`config.mk`:
```
export PLATFORM = sky130hd
export DESIGN_NAME = evt_irq_hub
export DESIGN_NICKNAME = d
export VERILOG_FILES = /design/src/rtl/evt_irq_pkg.sv /design/src/rtl/evt_irq_status.sv /design/src/rtl/evt_irq_prio.sv /design/src/rtl/evt_irq_hub.sv
export SDC_FILE = /design/constraint.sdc
export NUM_CORES = 1
export LEC_CHECK = 0
export BUFFER_PORTS_ARGS = -buffer_cell sky130_fd_sc_hd__buf_2
export CAP_MARGIN = 10
export CORE_UTILIZATION = 44
export DETAILED_ROUTE_END_ITERATION = 6
export PLACE_DENSITY_LB_ADDON = 0.05
export REMOVE_ABC_BUFFERS = 1
export SYNTH_ARGS = -nofsm -noshare
export SYNTH_HDL_FRONTEND = slang
export SYNTH_SLANG_ARGS = --single-unit
```
`constraint.sdc`:
```
create_clock -name clk -period 2.2 [get_ports clk]
set_input_delay 0.44 -clock clk [delete_from_list [all_inputs] [get_ports clk]]
set_output_delay 0.44 -clock clk [all_outputs]
set_load 0.01 [all_outputs]
```
`src/rtl/evt_irq_pkg.sv`:
```
package evt_irq_pkg;

    localparam int unsigned STAT_W    = 32;
    localparam int unsigned IDX_W     = $clog2(STAT_W);
    localparam int unsigned DESC_N    = 9;
    localparam int unsigned EXT_BIT   = 25;
    localparam int unsigned ABORT_BIT = 26;
    localparam int unsigned VLD_BIT   = 8;

    typedef enum logic [0:0] {
        IRQ_QUIET  = 1'b0,
        IRQ_RAISED = 1'b1
    } irq_state_e;

    // descriptor event i lands on bit i, except the ninth which skips bit 8
    function automatic int unsigned desc_pos(input int unsigned i);
        return (i < 8) ? i : i + 1;
    endfunction

    function automatic logic [STAT_W-1:0] impl_bits();
        logic [STAT_W-1:0] m;
        m = '0;
        for (int unsigned i = 0; i < DESC_N; i++) m[desc_pos(i)] = 1'b1;
        m[EXT_BIT]   = 1'b1;
        m[ABORT_BIT] = 1'b1;
        return m;
    endfunction

endpackage

```
`src/rtl/evt_irq_status.sv`:
```
module evt_irq_status
    import evt_irq_pkg::*;
(
    input  logic              clk,
    input  logic              rst_n,
    input  logic [DESC_N-1:0] desc_evt,
    input  logic              ext_inta,
    input  logic              bus_abort,
    input  logic [STAT_W-1:0] clr_vec,
    output logic [STAT_W-1:0] status
);

    localparam logic [STAT_W-1:0] IMPL = impl_bits();

    logic [STAT_W-1:0] set_vec;
    logic [STAT_W-1:0] status_q;

    always_comb begin
        set_vec = '0;
        for (int unsigned i = 0; i < DESC_N; i++) set_vec[desc_pos(i)] = desc_evt[i];
        set_vec[EXT_BIT]   = ext_inta;
        set_vec[ABORT_BIT] = bus_abort;
    end

    always_ff @(posedge clk) begin
        if (!rst_n) status_q <= '0;
        else        status_q <= ((status_q & ~clr_vec) | set_vec) & IMPL;
    end

    assign status = status_q;


    set_wins_chk: assert property (@(posedge clk) disable iff (!rst_n)
        (|set_vec) |=> ((status_q & $past(set_vec)) == $past(set_vec)));


    w1c_chk: assert property (@(posedge clk) disable iff (!rst_n)
        (|(clr_vec & ~set_vec)) |=> ((status_q & $past(clr_vec & ~set_vec)) == '0));


    unimpl_zero_chk: assert property (@(posedge clk) disable iff (!rst_n)
        (status_q & ~IMPL) == '0);

endmodule

```
`src/rtl/evt_irq_prio.sv`:
```
module evt_irq_prio
    import evt_irq_pkg::*;
(
    input  logic [STAT_W-1:0] pend,
    output logic [IDX_W-1:0]  idx,
    output logic              valid
);

    always_comb begin
        idx = IDX_W'(STAT_W - 1);
        for (int i = STAT_W - 1; i >= 0; i--) begin
            if (pend[i]) idx = IDX_W'(i);
        end
        valid = |pend;
    end

endmodule

```
`src/rtl/evt_irq_hub.sv`:
```
module evt_irq_hub
    import evt_irq_pkg::*;
#(
    parameter int unsigned  ADDR_W   = 12,
    parameter logic [11:0]  STAT_OFF = 12'h500,
    parameter logic [11:0]  MASK_OFF = 12'h504,
    parameter logic [11:0]  ENAB_OFF = 12'h508,
    parameter logic [11:0]  VECT_OFF = 12'h50C
)(
    input  logic              clk,
    input  logic              rst_n,
    input  logic              reg_wr_en,
    input  logic              reg_rd_en,
    input  logic [ADDR_W-1:0] reg_addr,
    input  logic [31:0]       reg_wdata,
    output logic [31:0]       reg_rdata,
    output logic              reg_rvalid,
    input  logic [8:0]        desc_evt,
    input  logic              ext_inta,
    input  logic              bus_abort,
    output logic              irq_out,
    output logic [4:0]        vec_idx,
    output logic              vec_valid
);

    localparam logic [STAT_W-1:0] IMPL = impl_bits();

    logic [STAT_W-1:0] status;
    logic [STAT_W-1:0] mask_q;
    logic              en_q;
    logic [STAT_W-1:0] clr_vec;
    logic [STAT_W-1:0] pend;
    logic              fire;
    irq_state_e        state_q, state_d;
    logic [31:0]       rd_mux;

    wire hit_stat = (reg_addr == ADDR_W'(STAT_OFF));
    wire hit_mask = (reg_addr == ADDR_W'(MASK_OFF));
    wire hit_enab = (reg_addr == ADDR_W'(ENAB_OFF));
    wire hit_vect = (reg_addr == ADDR_W'(VECT_OFF));

    assign clr_vec = (reg_wr_en && hit_stat) ? reg_wdata : '0;

    evt_irq_status u_status (
        .clk       (clk),
        .rst_n     (rst_n),
        .desc_evt  (desc_evt),
        .ext_inta  (ext_inta),
        .bus_abort (bus_abort),
        .clr_vec   (clr_vec),
        .status    (status)
    );

    always_ff @(posedge clk) begin
        if (!rst_n) begin
            mask_q <= '0;
            en_q   <= 1'b0;
        end else if (reg_wr_en) begin
            if (hit_mask) mask_q <= reg_wdata & IMPL;
            if (hit_enab) en_q   <= reg_wdata[0];
        end
    end

    assign pend = status & mask_q;
    assign fire = en_q && (|pend);

    evt_irq_prio u_prio (
        .pend  (pend),
        .idx   (vec_idx),
        .valid (vec_valid)
    );

    // interrupt line state register
    always_ff @(posedge clk) begin
        if (!rst_n) state_q <= IRQ_QUIET;
        else        state_q <= state_d;
    end

    // next state: arm / release
    always_comb begin
        state_d = state_q;
        unique case (state_q)
            IRQ_QUIET:  if (fire)  state_d = IRQ_RAISED;
            IRQ_RAISED: if (!fire) state_d = IRQ_QUIET;
            default:               state_d = IRQ_QUIET;
        endcase
    end

    // outputs
    always_comb begin
        irq_out = 1'b0;
        unique case (state_q)
            IRQ_QUIET:  irq_out = 1'b0;
            IRQ_RAISED: irq_out = 1'b1;
            default:    irq_out = 1'b0;
        endcase
    end

    always_comb begin
        rd_mux = '0;
        if (hit_stat) rd_mux = status;
        if (hit_mask) rd_mux = mask_q;
        if (hit_enab) rd_mux = {31'b0, en_q};
        if (hit_vect) begin
            rd_mux[4:0]     = vec_idx;
            rd_mux[VLD_BIT] = vec_valid;
        end
    end

    always_ff @(posedge clk) begin
        if (!rst_n) begin
            reg_rvalid <= 1'b0;
            reg_rdata  <= '0;
        end else begin
            reg_rvalid <= reg_rd_en;
            reg_rdata  <= reg_rd_en ? rd_mux : '0;
        end
    end


    irq_needs_pending_chk: assert property (@(posedge clk) disable iff (!rst_n)
        irq_out |-> $past(en_q && (|pend)));


    irq_latency_chk: assert property (@(posedge clk) disable iff (!rst_n)
        (en_q && (|pend)) |=> irq_out);


    en_off_quiet_chk: assert property (@(posedge clk) disable iff (!rst_n)
        $fell(en_q) |=> !irq_out);


    vec_lowest_chk: assert property (@(posedge clk) disable iff (!rst_n)
        vec_valid |-> (pend[vec_idx] && ((pend & ((32'h1 << vec_idx) - 32'h1)) == '0)));


    vec_none_chk: assert property (@(posedge clk) disable iff (!rst_n)
        !vec_valid |-> (vec_idx == 5'd31 && pend == '0));


    rvalid_chk: assert property (@(posedge clk) disable iff (!rst_n)
        reg_rd_en |=> reg_rvalid);

endmodule

```
==> key figures <==
Place
  • PortBufs: 57
  • Area post-placement: 0.00205 mm^2
  • HPWL Detailed: ~2.8 mm
  • Gpl congestion: approximately 0.76
  • Pre-CTS WS: roughly 0.083 ns

Clocking
  • CTS clk-pin slew, worst paths: 0.08 ns
  • H-tree level count: 2
  • CTS tree: built
  • CTS Root Cell: clkbuf_8
  • Clock buffer count from CTS: 5
  • # clock sinks: 37
  • CTS Buffer Depth: 2
  • Clk_lat worst skew: just under 0.3 ns

Global route
  • Largest net degree at the start of global routing: 24
  • Total track usage: between 10% and 20%
  • First-pass GRT wire length: between 6 and 7 mm
  • Initial antenna violation count: 0
  • GRT overflow: 0
  • Number of global-route vias before repair: about 1,300

Synthesis
  • Sequential share of the synthesized area: a little over two fifths
  • Post-synthesis register bit count: 37
  • Post-synth ARST share: 0%
  • EDFF count, synth: 0
  • Post-synth cell types: 37
  • Top_reg_cell synth: dfxtp_1
  • Post-Syn Area: 0.00178 mm^2
  • Mean Syn Cell Area: approximately 9 um^2
  • Syn. warnings: 0
  • Post-Syn Instances: approximately 200

Die
  • Die Y: roughly 66 um
  • FP Rows: 22
  • Full die area: 0.00429 mm^2
  • Core area: around 0.0038 mm^2
  • Initial core utilization: 47.1%
  • Die X: 65.5 um
  • Ports: 99

Detailed routing
  • Final WL: about 3.9 mm
  • DR pass1 iterations: 4
  • Vias per std cell: roughly 5
  • First DRT Iteration DRCs: 104
  • Number of remaining DRC errors: 0
  • WL per Instance: between 10 and 15 um
  • Routed vias: about 1,500
  • Antenna Nets Post-Route: 0

STA
  • Final-report setup violation count: 0
  • Setup skew after layout: 0.00848 ns
  • Setup TNS: 0 ns
  • Unrepaired setup endpoints after global routing: false
  • Crit share post-route: between 90% and 100%
  • Final min period: 2.04 ns
  • Fin. Hold Viols: 0
  • Fmax: a little under 0.5 GHz
  • Max Slew Vio Count: 0
  • Slack of the critical path: approximately 0.16 ns

Worst setup path
  • Setup crit start: u_status.status[3]$_SDFF_PN0_
  • Critical Path Sink Type: primary output
  • Cell Chain, Critical Path: a22oi_1, nand4_1, inv_1, nand2_1, buf_2
  • Slowest-stage cell, CP: a22oi_1
  • Worst path arrival time: ~1.6 ns
  • FF-to-FF Start: u_status.status[3]$_SDFF_PN0_
  • Setup Crit Path Kind: reg2out
  • Critical Path RT: 1.76 ns
  • CP startpoint kind: register
  • CP max stage delay: 0.36 ns
  • Crit path max fanout: 4
  • R2R depth: 4

Cells and area
  • Fillers: roughly 360
  • Final #Nets: roughly 320
  • Layout cells sized above 1: between 20 and 30%
  • Fin util: 56.7%
  • Ant. Diodes: 0
  • Synth-to-layout area growth: 20.4%
  • Reg area: 741 um^2
  • Post-Layout Inst Area: about 0.0021 mm^2
  • Multi-input gate area: 882 um^2

Power and ir drop
  • P_leak: between 0.9 and 1 nW
  • VDD IR max: 0.382 mV
  • Pwr/cell area: slightly below 600 mW/mm^2
  • Total power: 1.27 mW

Run status
  • Status: finished, final reports clean

Worst hold path
  • WHS Path Cells: 2
  • Min-Delay Path Class: in2reg
  • Min-delay src: reg_wdata[7]

Run
  • Max-cap violation count: 0
repair_timing:
| action | CTS | global route |
|---|---|---|
| endpoints found under the setup margin | 0 | 1 |
| gates resized for setup | 0 | 1 |
| hold buffers | 0 | 0 |
| buffers inserted | 0 | 0 |
logic make-up (layout without fill, tap and decap cells):
group / after synthesis / after routing / synth area share (%)
compound gates: 38 / 38 / 13.7
buf+inv: 40 / 83 / 12.9
simple gates: 57 / 57 / 18.5
flops: 37 / 37 / 41.7
mux: 23 / 23 / 13.0
other cells: 1 / 20 / 0.211
sequential cells by signal (all words and copies together), names as in the netlist:
signal           count
state_q              1
mask_q              11
en_q                 1
reg_rvalid           1
reg_rdata           12
u_status.status     11
worst paths after layout:
kind / slack [ns] / end
worst max register to register: 0.73 / reg_rdata[4]$_SDFF_PN0_
worst min-delay path: 0.34 / u_status.status[7]$_SDFF_PN0_
worst min register to register: 0.51 / state_q$_SDFF_PN0_
worst max-delay path: 0.16 / vec_valid
layer usage:
metal / GRT usage (%) / wire, um / up-vias
li1: - / - / 768
met4: 8.97 / 24 / 0
met5: 0 / 0 / -
met3: 4.34 / 246 / 4
met2: 30.4 / 1700 / 63
met1: 25.8 / 1900 / 697
cell usage after synthesis (2+ instances only):
cell / n / share of area [%]
and3_1: 2 / 0.70
o31ai_1: 2 / 0.85
a21oi_1: 2 / 0.56
a31oi_1: 11 / 3.9
dfxtp_1: 37 / 42
or2_2: 2 / 0.70
mux2i_1: 23 / 13
nor2_1: 10 / 2.1
buf_4: 21 / 8.9
clkbuf_1: 5 / 1.1
inv_1: 13 / 2.7
a22oi_1: 4 / 1.7
or4_4: 2 / 1.3
nand3_1: 3 / 0.85
nand3b_1: 3 / 1.3
nand2_1: 10 / 2.1
o21ai_0: 12 / 3.4
nor2b_1: 12 / 4.2
nand4_1: 2 / 0.70
and2_1: 3 / 1.1
cells in the final DEF, fill, tap and decap left out, drive strengths merged, types with 2 or more instances in the layout:
cell | synthesis | final
a22oi | 4 | 4
and2 | 3 | 3
nand2 | 10 | 10
o31ai | 2 | 2
dfxtp | 37 | 37
conb | 1 | 20
or2 | 3 | 3
buf | 22 | 62
o22ai | 2 | 2
nor2 | 10 | 10
nand3 | 3 | 3
clkinv | 0 | 2
clkbuf | 5 | 6
inv | 13 | 13
a31oi | 11 | 11
mux2i | 23 | 23
and3 | 2 | 2
nor2b | 12 | 12
o21ai | 13 | 13
nor4 | 2 | 2
a21oi | 2 | 2
or4 | 2 | 2
nand4 | 2 | 2
nand3b | 3 | 3
where the power goes:
| group | internal [mW] | switching, mW | total, mW |
|---|---|---|---|
| sequential | 0.685 | 0.0154 | 0.700 |
| clock | 0.220 | 0.241 | 0.461 |
| combinational | 0.0510 | 0.0601 | 0.111 |
worst max-delay path: cells and delay by family (launching register included):
kind | cells | cell delay (ns)
buffers and inverters | 2 | 0.29
AND/OR/NAND/NOR | 2 | 0.31
flip-flops | 1 | 0.35
AO/OA/AOI/OAI | 1 | 0.36
cell type report:
class / instances / share of cell area, %
clock buffer: 6 / 3.40
timing repair buffer: 62 / 15.1
clock inverter: 2 / 0.468
inverter: 13 / 2.28
sequential: 37 / 34.7
tap: 48 / 2.81
multi-input combinational: 138 / 41.3
metrics by stage:
step                hold slack [ns]  cells
floorplan                     0.473    188
global placement              0.497    298
detailed placement            0.502    298
CTS                           0.333    306
global route                  0.341    306
finish                        0.336    306
Note: power is estimated with default switching activity, not from simulation.
